<file path="src/rtl/msg_irq_pkg.sv">
package msg_irq_pkg;
    localparam int NUM_SRC = 5;
    localparam int SRC_RX  = 0;
    localparam int SRC_TX  = 1;
    localparam int SRC_ERR = 2;
    localparam int SRC_FNE = 3;
    localparam int SRC_OVR = 4;

    typedef logic [NUM_SRC-1:0] src_vec_t;

    typedef struct packed {
        logic fne;
        logic ovr;
    } fifo_state_t;

    typedef struct packed {
        src_vec_t en;
        logic     irq;
    } irq_state_t;
endpackage

</file>
<file path="src/rtl/msg_buf_summary.sv">
module msg_buf_summary #(
    parameter int NUM_BUF = 16
) (
    input  logic [NUM_BUF-1:0] buf_flag,
    input  logic [NUM_BUF-1:0] buf_ien,
    input  logic [NUM_BUF-1:0] buf_is_tx,
    output logic               rx_any,
    output logic               tx_any
);
    logic [NUM_BUF-1:0] rx_hit;
    logic [NUM_BUF-1:0] tx_hit;

    // Qualify each buffer's flag by its enable and its direction
    for (genvar i = 0; i < NUM_BUF; i++) begin : g_buf
        always_comb begin
            rx_hit[i] = buf_flag[i] & buf_ien[i] & ~buf_is_tx[i];
            tx_hit[i] = buf_flag[i] & buf_ien[i] &  buf_is_tx[i];
        end
    end

    always_comb begin
        rx_any = |rx_hit;
        tx_any = |tx_hit;
    end
endmodule

</file>
<file path="src/rtl/msg_fifo_status.sv">
module msg_fifo_status
    import msg_irq_pkg::*;
#(
    parameter int LVL_W = 4
) (
    input  logic             clk,
    input  logic             rst_n,
    input  logic [LVL_W-1:0] fifo_level,
    input  logic             buf0_locked,
    input  logic             ovr_pulse,
    input  logic             ovr_clr,
    output logic             fne,
    output logic             ovr
);
    fifo_state_t st_d, st_q;

    always_comb begin
        st_d = st_q;
        // Not-empty: set by occupancy, held while buffer 0 is still locked
        st_d.fne = (fifo_level != '0) | (st_q.fne & buf0_locked);
        // Overrun: a new event takes precedence over a host clear
        st_d.ovr = ovr_pulse | (st_q.ovr & ~ovr_clr);
        if (!rst_n) st_d = '0;
    end

    always_ff @(posedge clk) begin
        st_q <= st_d;
    end

    assign fne = st_q.fne;
    assign ovr = st_q.ovr;
endmodule

</file>
<file path="src/rtl/msg_irq_ctrl.sv">
module msg_irq_ctrl
    import msg_irq_pkg::*;
(
    input  logic     clk,
    input  logic     rst_n,
    input  logic     en_wr,
    input  src_vec_t en_wdata,
    input  src_vec_t flags,
    output src_vec_t en,
    output logic     irq
);
    irq_state_t st_d, st_q;

    always_comb begin
        st_d = st_q;
        if (en_wr) st_d.en = en_wdata;
        st_d.irq = |(flags & st_q.en);
        if (!rst_n) st_d = '0;
    end

    always_ff @(posedge clk) begin
        st_q <= st_d;
    end

    assign en  = st_q.en;
    assign irq = st_q.irq;
endmodule

</file>
<file path="src/rtl/msg_irq_aggregator.sv">
module msg_irq_aggregator
    import msg_irq_pkg::*;
#(
    parameter int NUM_BUF    = 16,
    parameter int FIFO_DEPTH = 8,
    parameter int ERR_W      = 4,
    localparam int LVL_W     = $clog2(FIFO_DEPTH + 1)
) (
    input  logic               clk,
    input  logic               rst_n,
    input  logic [NUM_BUF-1:0] buf_flag,
    input  logic [NUM_BUF-1:0] buf_ien,
    input  logic [NUM_BUF-1:0] buf_is_tx,
    input  logic [LVL_W-1:0]   fifo_level,
    input  logic               fifo_ovr_pulse,
    input  logic               buf0_locked,
    input  logic [ERR_W-1:0]   chi_err,
    input  logic               host_flag_wr,
    input  logic               host_en_wr,
    input  logic [4:0]         host_wdata,
    output logic [4:0]         irq_flags,
    output logic [4:0]         irq_en,
    output logic               irq
);
    logic     rx_buf_any, tx_buf_any;
    logic     fne, ovr, ovr_clr;
    src_vec_t flags;

    msg_buf_summary #(.NUM_BUF(NUM_BUF)) u_buf (
        .buf_flag (buf_flag),
        .buf_ien  (buf_ien),
        .buf_is_tx(buf_is_tx),
        .rx_any   (rx_buf_any),
        .tx_any   (tx_buf_any)
    );

    // Only the overrun bit responds to a host flag write (write 1 to clear)
    assign ovr_clr = host_flag_wr & host_wdata[SRC_OVR];

    msg_fifo_status #(.LVL_W(LVL_W)) u_fifo (
        .clk        (clk),
        .rst_n      (rst_n),
        .fifo_level (fifo_level),
        .buf0_locked(buf0_locked),
        .ovr_pulse  (fifo_ovr_pulse),
        .ovr_clr    (ovr_clr),
        .fne        (fne),
        .ovr        (ovr)
    );

    always_comb begin
        flags          = '0;
        flags[SRC_RX]  = rx_buf_any | (fifo_level != '0);
        flags[SRC_TX]  = tx_buf_any;
        flags[SRC_ERR] = |chi_err;
        flags[SRC_FNE] = fne;
        flags[SRC_OVR] = ovr;
    end

    msg_irq_ctrl u_irq (
        .clk     (clk),
        .rst_n   (rst_n),
        .en_wr   (host_en_wr),
        .en_wdata(host_wdata),
        .flags   (flags),
        .en      (irq_en),
        .irq     (irq)
    );

    assign irq_flags = flags;
endmodule

</file>
<file path="config.mk">
export PLATFORM = sky130hd
export DESIGN_NAME = msg_irq_aggregator
export DESIGN_NICKNAME = d
export VERILOG_FILES = /design/src/rtl/msg_irq_pkg.sv /design/src/rtl/msg_buf_summary.sv /design/src/rtl/msg_fifo_status.sv /design/src/rtl/msg_irq_ctrl.sv /design/src/rtl/msg_irq_aggregator.sv
export SDC_FILE = /design/constraint.sdc
export NUM_CORES = 1
export LEC_CHECK = 0
export BUFFER_PORTS_ARGS = -buffer_cell sky130_fd_sc_hd__buf_2
export CAP_MARGIN = 10
export CELL_PAD_IN_SITES_DETAIL_PLACEMENT = 1
export CELL_PAD_IN_SITES_GLOBAL_PLACEMENT = 2
export CORE_ASPECT_RATIO = 1.25
export CORE_MARGIN = 4
export CORE_UTILIZATION = 12
export DETAILED_ROUTE_END_ITERATION = 8
export MAX_ROUTING_LAYER = met4
export PLACE_DENSITY = 0.81
export SLEW_MARGIN = 20
export SYNTH_ARGS = -nofsm -noshare
export SYNTH_HDL_FRONTEND = slang
export SYNTH_SLANG_ARGS = --single-unit
</file>
<file path="constraint.sdc">
create_clock -name clk -period 1.3 [get_ports clk]
set_input_delay 0.13 -clock clk [delete_from_list [all_inputs] [get_ports clk]]
set_output_delay 0.13 -clock clk [all_outputs]
set_load 0.02 [all_outputs]
</file>
; Yosys cells after proc, flatten, opt, wreduce, memory -nomap -nowiden
; Cells that the tools add are included.
[word_totals]
regBits = 8
latchBits = 0
mem_bits_rw = 0
rom_bits = 0
input_bits = 67
output_inout_bits = 11
wordCells = 81
memories = 0
[op_classes]
n_addsub = 0
n_mul = 0
div = 0
n_lt_le_gt_ge = 0
eq_ne = 0
n_shift = 0
mux = 0
n_bitwise = 72
n_reduce_logical = 5
[ops]
columns = operator, n
row1 = AND 1 bit, 51
row2 = OR reduction 16 bit, 2
row3 = NOT 1 bit, 17
row4 = AND 5 bit, 1
row5 = OR reduction 5 bit, 1
row6 = nonzero test 4 bit, 1
row7 = OR reduction 4 bit, 1
row8 = bitwise OR 1 bit, 3

; Logic depth before layout (Yosys ltp)
[logic_depth]
ltp_word = 6
mapped_depth = 5
mapped_depth_nobuf = 5

; Modules after synthesis
; Synthesis repeated with hierarchy kept, for this count alone.
[hier_totals]
hier_cells = 77
hier_area_um2 = 620.6
[by_module_without_submodules]
columns = mod, n_inst, cells_per_inst, area_each_um2, seq_area_each_um2
row1 = msg_buf_summary, 1, 42, 260.2, 0.0
row2 = msg_irq_ctrl, 1, 20, 234.0, 120.1
row3 = msg_fifo_status, 1, 7, 77.6, 40.0
row4 = msg_irq_aggregator, 1, 8, 48.8, 0.0

; Least setup slack after synthesis
; Ideal clock, no wire load.
[synth_path]
path_kind = input -> register
start = in chi_err[3]
end = reg u_irq.st_q (netlist bit u_irq.irq)
setup_time_ps = 122
arrival_time_ps = 1296
required_ps = 1178
path_slack_ps = -118
cell_stages = 4
n_path_buf = 0
cell_sequence = or4_4 -> a222oi_1 -> nor2b_1 -> a311o_1
[synth_via]
elab_chain_len = 3
[synth_rtl]
columns = item, line_no
row1 = "start, declared", msg_irq_aggregator.sv:17  ; input logic [ERR_W-1:0] chi_err,
row2 = OR reduction 4 bit, msg_irq_aggregator.sv:55  ; flags[SRC_ERR] = |chi_err;
row3 = AND 5 bit, msg_irq_ctrl.sv:17  ; st_d.irq = |(flags & st_q.en);
row4 = OR reduction 5 bit, msg_irq_ctrl.sv:17
row5 = "end signal, assigned", msg_irq_ctrl.sv:22  ; st_q <= st_d;
row6 = "end, declared", msg_irq_ctrl.sv:12  ; irq_state_t st_d, st_q;
; No other way between the ends.
; A chain may end at the register's enable or synchronous reset.

; Final worst setup path
[layout_path]
start = in buf_is_tx[15]
end = reg u_irq.st_q (netlist bit u_irq.irq)
[layout_via]
elab_chain_len = 6
[layout_rtl]
columns = item, line_no
row1 = "start, declared", msg_irq_aggregator.sv:13  ; input logic [NUM_BUF-1:0] buf_is_tx,
row2 = NOT 1 bit, msg_buf_summary.sv:16  ; rx_hit[i] = buf_flag[i] & buf_ien[i] & ~buf_is_tx[i];
row3 = AND 1 bit, msg_buf_summary.sv:16
row4 = OR reduction 16 bit, msg_buf_summary.sv:22  ; rx_any = |rx_hit;
row5 = bitwise OR 1 bit, msg_irq_aggregator.sv:53  ; flags[SRC_RX] = rx_buf_any | (fifo_level != '0);
row6 = AND 5 bit (*), msg_irq_ctrl.sv:17
row7 = OR reduction 5 bit (*), msg_irq_ctrl.sv:17
; Every way passes the cells marked *; elsewhere a longest branch is shown, timed or not.

==> flow_metrics.env <==
export IMPL_final_cell_count_no_fill=223
export IMPL_finalCritPeriodShare_pct=99.4
export IMPL_path_clk_slew_ns=0.04
export IMPL_yosys_top_cells_count="nand2_1, nand3_1, dfxtp_1"
export IMPL_p_leak_nw=0.610
export IMPL_async_flop_share_pct=0
export IMPL_vias=965
export IMPL_gr_total_overflow=0
export IMPL_drive_above_1_share_pct=65.0
export IMPL_rsz0062_at_grt="yes"
export IMPL_routed_via_density=4.33
export IMPL_start_kind="input port"
export IMPL_clk_latency_ns=0.22
export IMPL_yosys_area_top_type_share_pct=26.9
export IMPL_synthFlopType="dfxtp_1"
export IMPL_die_height_microns=86.8
export IMPL_grt_pass1_vias=953
export IMPL_cp_arrival_ns=1.40
export IMPL_hold_viol=0
export IMPL_syn_nets=148
export IMPL_grt_max_degree=11
export IMPL_crit_chain="buf_2 > nand3_2 > nand4_1 > or4_4 > and3_4 > a311o_1"
export IMPL_reg2reg_from="u_fifo.fne$_SDFF_PN0_"
export IMPL_peakVddDrop_mv=0.241
export IMPL_clkSinkCount=8
export IMPL_cts_tree="done"
export IMPL_relSlewSlack_pct=69.1
export IMPL_synth_cell_type_count=18
export IMPL_seq_area_frac_synth_pct=26.9
export IMPL_endpoint_kind="flip-flop"
export IMPL_routabilityCongestion=0.684
export IMPL_critPathMaxStageDelay_ns=0.53
export IMPL_reg2reg_to="u_irq.irq$_SDFF_PN0_"
export IMPL_diodes=0
export IMPL_core_area_sq_um=4760
export IMPL_dr_pass1_iters=4
export IMPL_holdWs_ns=0.151
export IMPL_hold_path_class="in2reg"
export IMPL_worstPathMaxFanout=2
export IMPL_required_ns=1.41
export IMPL_cts_buffers=3
export IMPL_port_buffers=77
export IMPL_skew_ns=0.000244
export IMPL_hpwl_microns=2570
export IMPL_crit_slowest_cell="or4_4"
export IMPL_worstSetupEndpoint="u_irq.irq$_SDFF_PN0_"
export IMPL_place_inst=220
export IMPL_layout_nets=232
export IMPL_root_buffer="clkbuf_8"
export IMPL_p_per_area_nw_per_um2=704
export IMPL_crit_type="in2reg"
export IMPL_finalSetupViolations=0
export IMPL_dieArea_sq_um=6160
export IMPL_h_tree_depth=1
export IMPL_status="complete, no violations"
export IMPL_clk_path_buf_depth=2
export IMPL_synthTopCellsByArea="dfxtp_1, nand3_1, nand2_1"
export IMPL_yosysWarnings=0
export IMPL_post_cts_setup_buffers=0
export IMPL_min_period_ns=1.29
export IMPL_drtAntennaViolNets=0
export IMPL_maxCapViolCount=0
export IMPL_drc=0
export IMPL_utilization_pct=26.3
export IMPL_syn2layout_area_growth_pct=111
export IMPL_startpoint="buf_is_tx[15]"
export IMPL_grt_total_usage_pct=8.42
export IMPL_yosysTopAreaCell="dfxtp_1"
export IMPL_synth_area_sq_um=596
export IMPL_worst_r2r_path_depth=3
export IMPL_synth_edf_count=0
export IMPL_rows=28
export IMPL_fp_dieW_microns=71.0
export IMPL_wl_per_cell_microns=12.6
export IMPL_cts_hold_buffers=0
export IMPL_post_place_ws_ns=-0.294
export IMPL_rrSetupSlack_ns=0.16
export IMPL_grt_pass1_wl_microns=4040
export IMPL_slew_violations=0
export IMPL_worst_slack_ns=0.00798
export IMPL_initial_utilization_pct=12.5
export IMPL_post_synth_top_count_cell="nand2_1"
export IMPL_synth_cells=81
export IMPL_ys_ff_latch=8
export IMPL_totalWireLength_microns=2810
export IMPL_antenna_found_initial=0
export IMPL_io_pins=78
export IMPL_tightestPinTransition_ns=0.460
export IMPL_fmax_mhz=774
export IMPL_syn_area_per_cell_sq_um=7.35
export IMPL_drt_iter0_markers=26
## where the power goes
group / internal (mW) / switching, mW / leakage [nW]
clock: 0.200 / 0.0887 / 0.0216
sequential: 0.264 / 0.0109 / 0.0665
combinational: 0.173 / 0.146 / 0.522
## area by class of cell
cell class	instances	area, sq um
fill	612	3510
timing repair buffer	83	483
sequential	8	160
tap	60	75.1
clock buffer	3	41.3
multi-input combinational	69	494
## routing by layer
layer  GRT usage (%)  share of wire (%)
met1            10.2                 42
met2            14.6                 46
met3            1.62                 11
met4            1.54               0.53
met5               -                  0
## flip-flops by register name, indices dropped and copies added, names as in the netlist
| register | count |
|---|---|
| u_fifo.ovr | 1 |
| u_fifo.fne | 1 |
| u_irq.en | 5 |
| u_irq.irq | 1 |
## per-stage QoR
stage / TNS (ns) / area, sq um / power (mW)
global route: -0.0988 / 1250 / 0.933
finish: 0 / 1250 / 0.882
CTS: -0.0364 / 1140 / 0.863
detailed placement: -0.365 / 1070 / 0.563
floorplan: -0.0983 / 596 / 0.395
global placement: -0.378 / 1070 / 0.556
## layout by cell type (no fill, tap or decap), types with 2 or more instances in the layout
master	netlist	routed
nand2_2	0	3
nor4_2	0	2
o22ai_2	0	2
dfxtp_1	8	8
nand3_1	16	7
o22ai_1	7	5
buf_4	3	7
nand2_1	17	13
buf_2	0	68
nor2b_1	7	7
nand3_2	0	9
clkbuf_8	0	3
mux2i_1	5	5
nand4_1	5	5
buf_6	0	8
or4_4	2	2
## critical path: cells and delay by family
family                 cells  cell delay, ns
AO/OA/AOI/OAI              1            0.30
AND/OR/NAND/NOR            4            0.86
buffers and inverters      1            0.11
## repair_timing
item / 4_1_cts / 5_1_grt
resized for setup: 5 / 23
pin swaps: 7 / 14
gates cloned: 0 / 0
setup endpoints to repair: 3 / 3
## logic make-up (layout without fill, tap and decap cells)
family	Yosys count	after routing	synth area share, %
buffers and inverters	4	86	4.41
AND/OR/NAND/NOR	53	53	47.5
multiplexers	5	5	8.40
flip-flops	8	8	26.9
AO/OA/AOI/OAI	11	11	12.8
## how the worst min path moves through the flow
stage	start	endpoint	slack, ns	cells past startpoint
CTS	fifo_ovr_pulse	u_fifo.ovr$_SDFF_PN0_	0.15	3
global placement	fifo_ovr_pulse	u_fifo.ovr$_SDFF_PN0_	0.36	3
global route	fifo_ovr_pulse	u_fifo.ovr$_SDFF_PN0_	0.16	3
floorplan	rst_n	u_fifo.ovr$_SDFF_PN0_	0.26	1
detailed placement	fifo_ovr_pulse	u_fifo.ovr$_SDFF_PN0_	0.38	3
finish	fifo_ovr_pulse	u_fifo.ovr$_SDFF_PN0_	0.15	3
Note: power is estimated with default switching activity, not from simulation.
